===== src/rtl/bmr_pkg.sv =====
package bmr_pkg;
  // accumulator / index unit actions
  typedef enum logic [2:0] {
    G_NOP = 3'd0, G_DRIVE = 3'd1, G_INC = 3'd2, G_DEC = 3'd3,
    G_LOAD = 3'd4, G_CLR = 3'd5, G_PROJ = 3'd6, G_PROJ_INC = 3'd7
  } gen_act_e;

  // program counter actions
  typedef enum logic [3:0] {
    P_NOP = 4'd0, P_PROJ = 4'd1, P_DRIVE = 4'd2, P_LOAD = 4'd3, P_INC = 4'd4
  } pc_act_e;

  // stack pointer actions
  typedef enum logic [2:0] {
    S_NOP = 3'd0, S_POP = 3'd1, S_PUSH = 3'd2, S_LOAD = 3'd3, S_DRIVE = 3'd4
  } sp_act_e;
endpackage


===== src/rtl/bmr_reg_unit.sv =====
module bmr_reg_unit #(
  parameter int DW = 16
) (
  input  logic          clk,
  input  logic          rst_n,
  input  logic [2:0]    act,
  input  logic [DW-1:0] bus,
  output logic [DW-1:0] q,
  output logic          zf,
  output logic          cf,
  output logic [DW-1:0] addr_term,
  output logic [DW-1:0] data_term,
  output logic          proj,
  output logic          drv
);
  import bmr_pkg::*;

  logic [DW:0] inc_w, dec_w;

  always_comb begin
    inc_w     = {1'b0, q} + {{DW{1'b0}}, 1'b1};
    dec_w     = {1'b0, q} - {{DW{1'b0}}, 1'b1};
    proj      = (act == G_PROJ) || (act == G_PROJ_INC);
    drv       = (act == G_DRIVE);
    addr_term = proj ? q : '0;
    data_term = drv ? q : '0;
  end

  always_ff @(posedge clk or negedge rst_n) begin
    if (!rst_n) begin
      q  <= '0;
      zf <= 1'b0;
      cf <= 1'b0;
    end else begin
      case (act)
        G_INC, G_PROJ_INC: begin
          q  <= inc_w[DW-1:0];
          cf <= inc_w[DW];
          zf <= (inc_w[DW-1:0] == '0);
        end
        G_DEC: begin
          q  <= dec_w[DW-1:0];
          cf <= dec_w[DW];
          zf <= (dec_w[DW-1:0] == '0);
        end
        G_LOAD: begin
          q  <= bus;
          zf <= (bus == '0);
        end
        G_CLR: begin
          q  <= '0;
          zf <= 1'b1;
          cf <= 1'b0;
        end
        default: ;
      endcase
    end
  end
endmodule


===== src/rtl/bmr_ptr_unit.sv =====
module bmr_ptr_unit #(
  parameter int DW    = 16,
  parameter bit STACK = 1'b0
) (
  input  logic          clk,
  input  logic          rst_n,
  input  logic [3:0]    act,
  input  logic [DW-1:0] bus,
  output logic [DW-1:0] q,
  output logic [DW-1:0] addr_term,
  output logic [DW-1:0] data_term,
  output logic          proj,
  output logic          drv
);
  import bmr_pkg::*;

  logic [DW-1:0] nxt, aval;

  generate
    if (STACK) begin : g_stack
      always_comb begin
        nxt  = q;
        aval = q;
        proj = 1'b0;
        drv  = 1'b0;
        if (act[3] == 1'b0) begin
          case (act[2:0])
            S_POP:   begin proj = 1'b1; nxt = q + 1'b1; end
            S_PUSH:  begin proj = 1'b1; aval = q - 1'b1; nxt = q - 1'b1; end
            S_LOAD:  nxt = bus;
            S_DRIVE: drv = 1'b1;
            default: ;
          endcase
        end
      end
    end else begin : g_pc
      always_comb begin
        nxt  = q;
        aval = q;
        proj = 1'b0;
        drv  = 1'b0;
        case (act)
          P_PROJ:  proj = 1'b1;
          P_DRIVE: drv = 1'b1;
          P_LOAD:  nxt = bus;
          P_INC:   nxt = q + 1'b1;
          default: ;
        endcase
      end
    end
  endgenerate

  assign addr_term = proj ? aval : '0;
  assign data_term = drv ? q : '0;

  always_ff @(posedge clk or negedge rst_n) begin
    if (!rst_n) q <= '0;
    else        q <= nxt;
  end
endmodule


===== src/rtl/bmr_resolver.sv =====
module bmr_resolver #(
  parameter int DW = 16,
  parameter int N  = 5
) (
  input  logic [N-1:0][DW-1:0] addr_terms,
  input  logic [N-1:0][DW-1:0] data_terms,
  input  logic [N-1:0]         proj_vec,
  input  logic [N-1:0]         drv_vec,
  input  logic [DW-1:0]        mem_rdata,
  output logic [DW-1:0]        addr,
  output logic                 vma,
  output logic                 rnw,
  output logic [DW-1:0]        bus
);
  function automatic logic [DW-1:0] sum_terms(input logic [N-1:0][DW-1:0] t);
    logic [DW-1:0] s;
    s = '0;
    for (int i = 0; i < N; i++) s = s + t[i];
    return s;
  endfunction

  function automatic logic [DW-1:0] merge_drivers(input logic [N-1:0][DW-1:0] t);
    logic [DW-1:0] m;
    m = '0;
    for (int i = 0; i < N; i++) m = m | t[i];
    return m;
  endfunction

  always_comb begin
    addr = sum_terms(addr_terms);
    vma  = |proj_vec;
    rnw  = ~(|drv_vec);
    bus  = (vma && rnw) ? mem_rdata : merge_drivers(data_terms);
  end
endmodule


===== src/rtl/bus_merge_core.sv =====
module bus_merge_core (
  input  logic        clk,
  input  logic        rst_n,
  input  logic [15:0] instr,
  input  logic [15:0] mem_rdata,
  output logic [15:0] mem_addr,
  output logic        mem_vma,
  output logic        mem_rnw,
  output logic [15:0] int_bus,
  output logic [15:0] pc_q,
  output logic [15:0] acc_q,
  output logic [15:0] idx_x_q,
  output logic [15:0] idx_y_q,
  output logic [15:0] sp_q,
  output logic [2:0]  reg_zero,
  output logic [2:0]  reg_carry
);
  localparam int DW     = 16;
  localparam int NGEN   = 3;
  localparam int NUNITS = NGEN + 2;
  localparam int PC_IDX = NGEN;
  localparam int SP_IDX = NGEN + 1;

  logic [NUNITS-1:0][DW-1:0] addr_terms, data_terms;
  logic [NUNITS-1:0]         proj_vec, drv_vec;
  logic [DW-1:0]             bus_w;
  logic [NGEN-1:0][DW-1:0]   gen_q;

  // accumulator (0), index X (1), index Y (2): fields at 11:9, 8:6, 5:3
  generate
    for (genvar i = 0; i < NGEN; i++) begin : g_gen
      bmr_reg_unit #(.DW(DW)) i_unit (
        .clk(clk), .rst_n(rst_n),
        .act(instr[11-3*i -: 3]), .bus(bus_w),
        .q(gen_q[i]), .zf(reg_zero[i]), .cf(reg_carry[i]),
        .addr_term(addr_terms[i]), .data_term(data_terms[i]),
        .proj(proj_vec[i]), .drv(drv_vec[i])
      );
    end
  endgenerate

  bmr_ptr_unit #(.DW(DW), .STACK(1'b0)) i_pc (
    .clk(clk), .rst_n(rst_n), .act(instr[15:12]), .bus(bus_w),
    .q(pc_q), .addr_term(addr_terms[PC_IDX]), .data_term(data_terms[PC_IDX]),
    .proj(proj_vec[PC_IDX]), .drv(drv_vec[PC_IDX])
  );

  bmr_ptr_unit #(.DW(DW), .STACK(1'b1)) i_sp (
    .clk(clk), .rst_n(rst_n), .act({1'b0, instr[2:0]}), .bus(bus_w),
    .q(sp_q), .addr_term(addr_terms[SP_IDX]), .data_term(data_terms[SP_IDX]),
    .proj(proj_vec[SP_IDX]), .drv(drv_vec[SP_IDX])
  );

  bmr_resolver #(.DW(DW), .N(NUNITS)) i_res (
    .addr_terms(addr_terms), .data_terms(data_terms),
    .proj_vec(proj_vec), .drv_vec(drv_vec), .mem_rdata(mem_rdata),
    .addr(mem_addr), .vma(mem_vma), .rnw(mem_rnw), .bus(bus_w)
  );

  assign int_bus = bus_w;
  assign acc_q   = gen_q[0];
  assign idx_x_q = gen_q[1];
  assign idx_y_q = gen_q[2];
endmodule


===== config.mk =====
export PLATFORM = sky130hd
export DESIGN_NAME = bus_merge_core
export DESIGN_NICKNAME = d
export VERILOG_FILES = /design/src/rtl/bmr_pkg.sv /design/src/rtl/bmr_reg_unit.sv /design/src/rtl/bmr_ptr_unit.sv /design/src/rtl/bmr_resolver.sv /design/src/rtl/bus_merge_core.sv
export SDC_FILE = /design/constraint.sdc
export NUM_CORES = 1
export LEC_CHECK = 0
export BUFFER_PORTS_ARGS = -buffer_cell sky130_fd_sc_hd__clkbuf_2
export CORE_UTILIZATION = 30
export CTS_CLUSTER_DIAMETER = 40
export DETAILED_ROUTE_END_ITERATION = 10
export PLACE_DENSITY_LB_ADDON = 0.12
export SYNTH_ARGS = -nofsm -noshare
export SYNTH_HDL_FRONTEND = slang
export SYNTH_HIERARCHICAL = 1
export SYNTH_SLANG_ARGS = --single-unit

===== constraint.sdc =====
create_clock -name clk -period 6.3 [get_ports clk]
set_clock_uncertainty 0.05 [all_clocks]
set_input_delay 0.945 -clock clk [delete_from_list [all_inputs] [get_ports clk]]
set_output_delay 0.945 -clock clk [all_outputs]
set_load 0.01 [all_outputs]

==> results.py <==
metrics = {
    "synthesis": {
        "syn_area_mm2": 0.0128,
        "seq_area_frac_synth_pct": 16.9,
        "synth_area_per_cell_um2": 7.20,
        "synthFlopType": "dfrtp_1",
        "synthTopCellsByArea": "dfrtp_1, fa_1, inv_1",
        "async_reset_ff_share_pct": 100,
        "yosysWarnings": 6,
        "synth_cells": 1773,
        "ys_types": 94,
        "synth_common_cells": "inv_1, nor2_1, a21oi_1",
        "yosysTopAreaCell": "dfrtp_1",
        "ys_ff_latch": 86,
        "yosysTopAreaCellShare_pct": 16.9,
        "synth.most_common_cell": "inv_1",
        "synth_edf_count": 0,
        "syn-num-nets": 1880,
    },
    "clock_network": {
        "htree_levels": 3,
        "clk_pin_slew_worst_paths_ns": 0.08,
        "cts_inserted_buffers": 9,
        "cts_setup_buffers": 0,
        "tritoncts": "done",
        "ctsResizeCount": 0,
        "clk_latency_ns": 0.40,
        "clkSinkCount": 86,
        "cts_buffer_depth": 2,
        "holdBufCountCts": 0,
        "root_buffer": "clkbuf_16",
    },
    "setup_path": {
        "worstSetupEndpointType": "primary output",
        "timing.rr.start": "g_gen[1].i_unit/q[4]",
        "reg2reg_depth": 10,
        "timing.rr.end": "g_gen[1].i_unit/zf",
        "r2r_setup_slack_ns": 2.77,
        "crit_chain": "clkbuf_2 -> and3_1 -> inv_1 -> fa_1 -> inv_1 -> fa_1 -> inv_1 -> fa_1 -> inv_1 -> ha_1 -> a2111oi_4 -> nand4_1 -> a31o_1 -> a21oi_1 -> xnor2_1 -> clkbuf_2",
        "crit_path_frequent_cell": "inv_1",
        "critPathKind": "in2out",
        "startpoint": "instr[11]",
        "start_kind": "input pin",
        "cpPeakStageDelay_ns": 0.53,
        "endpoint": "mem_addr[14]",
        "required_ns": 5.30,
        "worstPathMaxFanout": 21,
        "crit_arrival_ns": 4.96,
        "crit_slowest_cell": "fa_1",
    },
    "place": {
        "port_buffers": 153,
        "placed_cell_area_mm2": 0.0143,
        "post-place-ws_ns": 0.369,
        "routabilityCongestion": 0.941,
        "dp_cells": 2406,
        "hpwl_um": 44500,
    },
    "floorplanning": {
        "ios": 154,
        "dieWidth_um": 208,
        "die_h_um": 208,
        "core_area_mm2": 0.0419,
        "fp.dieArea_mm2": 0.0434,
        "rows": 75,
        "initial_core_util_pct": 30.4,
    },
    "timing": {
        "fin_crit_ns": 5.96,
        "rsz0062_at_grt": "no",
        "finalHoldViolCount": 0,
        "report.final.slew_viol_count": 0,
        "finalSetupViolCount": 0,
        "slew_headroom_pct": 14.9,
        "fmax_ghz": 0.168,
        "finalCritPeriodShare_pct": 94.6,
        "worst_slew_pin_slew_ns": 1.27,
        "setup_ws_ns": 0.343,
        "setup_tns_ns": 0,
    },
    "power_and_ir_drop": {
        "cellPowerDensity_mw_per_mm2": 269,
        "power.internal_uw": 1820,
        "irDropWorstVdd_uv": 155,
        "p_switching_uw": 2100,
        "power.total_uw": 3920,
        "p_sw_share_pct": 53.6,
        "sequentialPowerShare_pct": 26.0,
        "p_clk_share_pct": 15.6,
        "combPwrFrac_pct": 58.3,
        "power_leakage_uw": 0.00605,
    },
    "cells_and_area": {
        "drive_above_1_share_pct": 17.5,
        "num-fill-cells": 4537,
        "post-route-cell-area_mm2": 0.0146,
        "area_delta_synth_final_pct": 14.3,
        "final_cells": 2422,
        "seq_area_mm2": 0.00215,
        "multiInputGateArea_mm2": 0.00941,
        "nNetsFinal": 1985,
    },
    "global_route": {
        "grt_first_pass_wirelength_um": 89200,
        "grt_util_met1_pct": 38.1,
        "grt.busiest_layer": "met2",
        "grt.overflow.total": 0,
        "grt_max_degree": 66,
        "met2_usage_pct": 41.9,
        "gr-usage-met3_pct": 3.80,
        "antenna_found_initial": 5,
        "grtUsageTotal_pct": 27.1,
        "grt_pass1_vias": 13400,
    },
    "drt": {
        "drt-vias-per-instance": 5.88,
        "wire_per_inst_um": 24.5,
        "ant_nets": 0,
        "routed-via-count": 14200,
        "drc": 0,
        "drt_pass1_iterations": 5,
        "routed_wl_um": 59300,
        "drt_iter0_markers": 1397,
    },
    "run_status": {
        "status": "complete, no violations",
    },
    "hold_path": {
        "worstHoldPathType": "in2async",
    },
    "job": {
        "drv_cap": 0,
    },
}
-- area by class of cell --
| cell class | count | share of cell area [%] |
|---|---|---|
| sequential | 86 | 14.8 |
| multi-input combinational | 1375 | 64.5 |
| inverter | 167 | 4.30 |
| tap | 539 | 4.62 |
| clock inverter | 5 | 0.412 |
| antenna | 1 | 0.0172 |
| timing repair buffer | 239 | 9.78 |
| clock buffer | 10 | 1.64 |
-- worst max-delay path: cells and delay by family --
| kind | cells | cell delay, ns |
|---|---|---|
| adder cells (fa/ha/maj) | 4 | 1.88 |
| buffers and inverters | 6 | 0.72 |
| XOR/XNOR | 1 | 0.14 |
| AND/OR/NAND/NOR | 2 | 0.43 |
| AO/OA/AOI/OAI | 3 | 0.82 |
-- metrics by stage --
stage	hold slack (ns)	utilization, %
after global routing	0.426	34.8
final	0.405	34.8
after global placement	0.491	34.1
after detailed placement	0.503	34.1
after floorplan	0.522	-
after CTS	0.402	34.8
-- metal layers --
layer	routed length [um]	share of wire [%]	vias up
met5	22	0.037	-
met4	1880	3.2	4
met3	4390	7.4	110
met2	26300	44	609
met1	26700	45	6985
li1	-	-	6540
-- worst min-delay path by stage --
| stage | from | to | slack (ns) | cells past startpoint |
|---|---|---|---|---|
| floorplan | g_gen[0].i_unit/cf | g_gen[0].i_unit/cf | 0.52 | 2 |
| global placement | g_gen[1].i_unit/cf | g_gen[1].i_unit/cf | 0.49 | 2 |
| detailed placement | g_gen[0].i_unit/cf | g_gen[0].i_unit/cf | 0.50 | 2 |
| CTS | rst_n | g_gen[1].i_unit/q[10] | 0.40 | 1 |
| global route | rst_n | g_gen[1].i_unit/q[10] | 0.43 | 1 |
| finish | rst_n | g_gen[1].i_unit/q[10] | 0.40 | 1 |
-- flip-flops by register name, summed over array words and instances (netlist names) --
signal / cells
g_gen.i_unit/cf: 3
g_gen.i_unit/q: 48
g_gen.i_unit/zf: 3
i_pc/q: 16
i_sp/q: 16
-- placed cells by master, fill, tap and decap left out, drive strengths merged, types with 67 or more instances in the layout --
master and instances:
nand3 84, o21ai 95, nand2 100, and2 85, nor3 67, buf 87, nor2 164, inv 163
clkbuf 162, dfrtp 86, a21oi 114
-- power groups by stage --
stage          registers [uW]  logic [uW]  clock network (uW)
2_1_floorplan             911        1390                   0
3_3_place_gp             1030        2260                   0
3_5_place_dp             1020        2260                   0
4_1_cts                  1010        2270                 621
5_1_grt                  1030        2470                 634
6_report                 1020        2290                 613
-- logic make-up after synthesis --
family                     after synthesis  share of synthesized area [%]
and+or+nand+nor                        737                           32.2
AOI/OAI and AO/OA                      448                           23.2
buffers and inverters                  312                           9.70
xor gates and xnor gates                97                           6.66
DFF                                     86                           16.9
adders and majority gates               73                           9.75
muxes                                   19                           1.63
other                                    1                         0.0294
No activity file was read; power rests on OpenSTA's default activity.
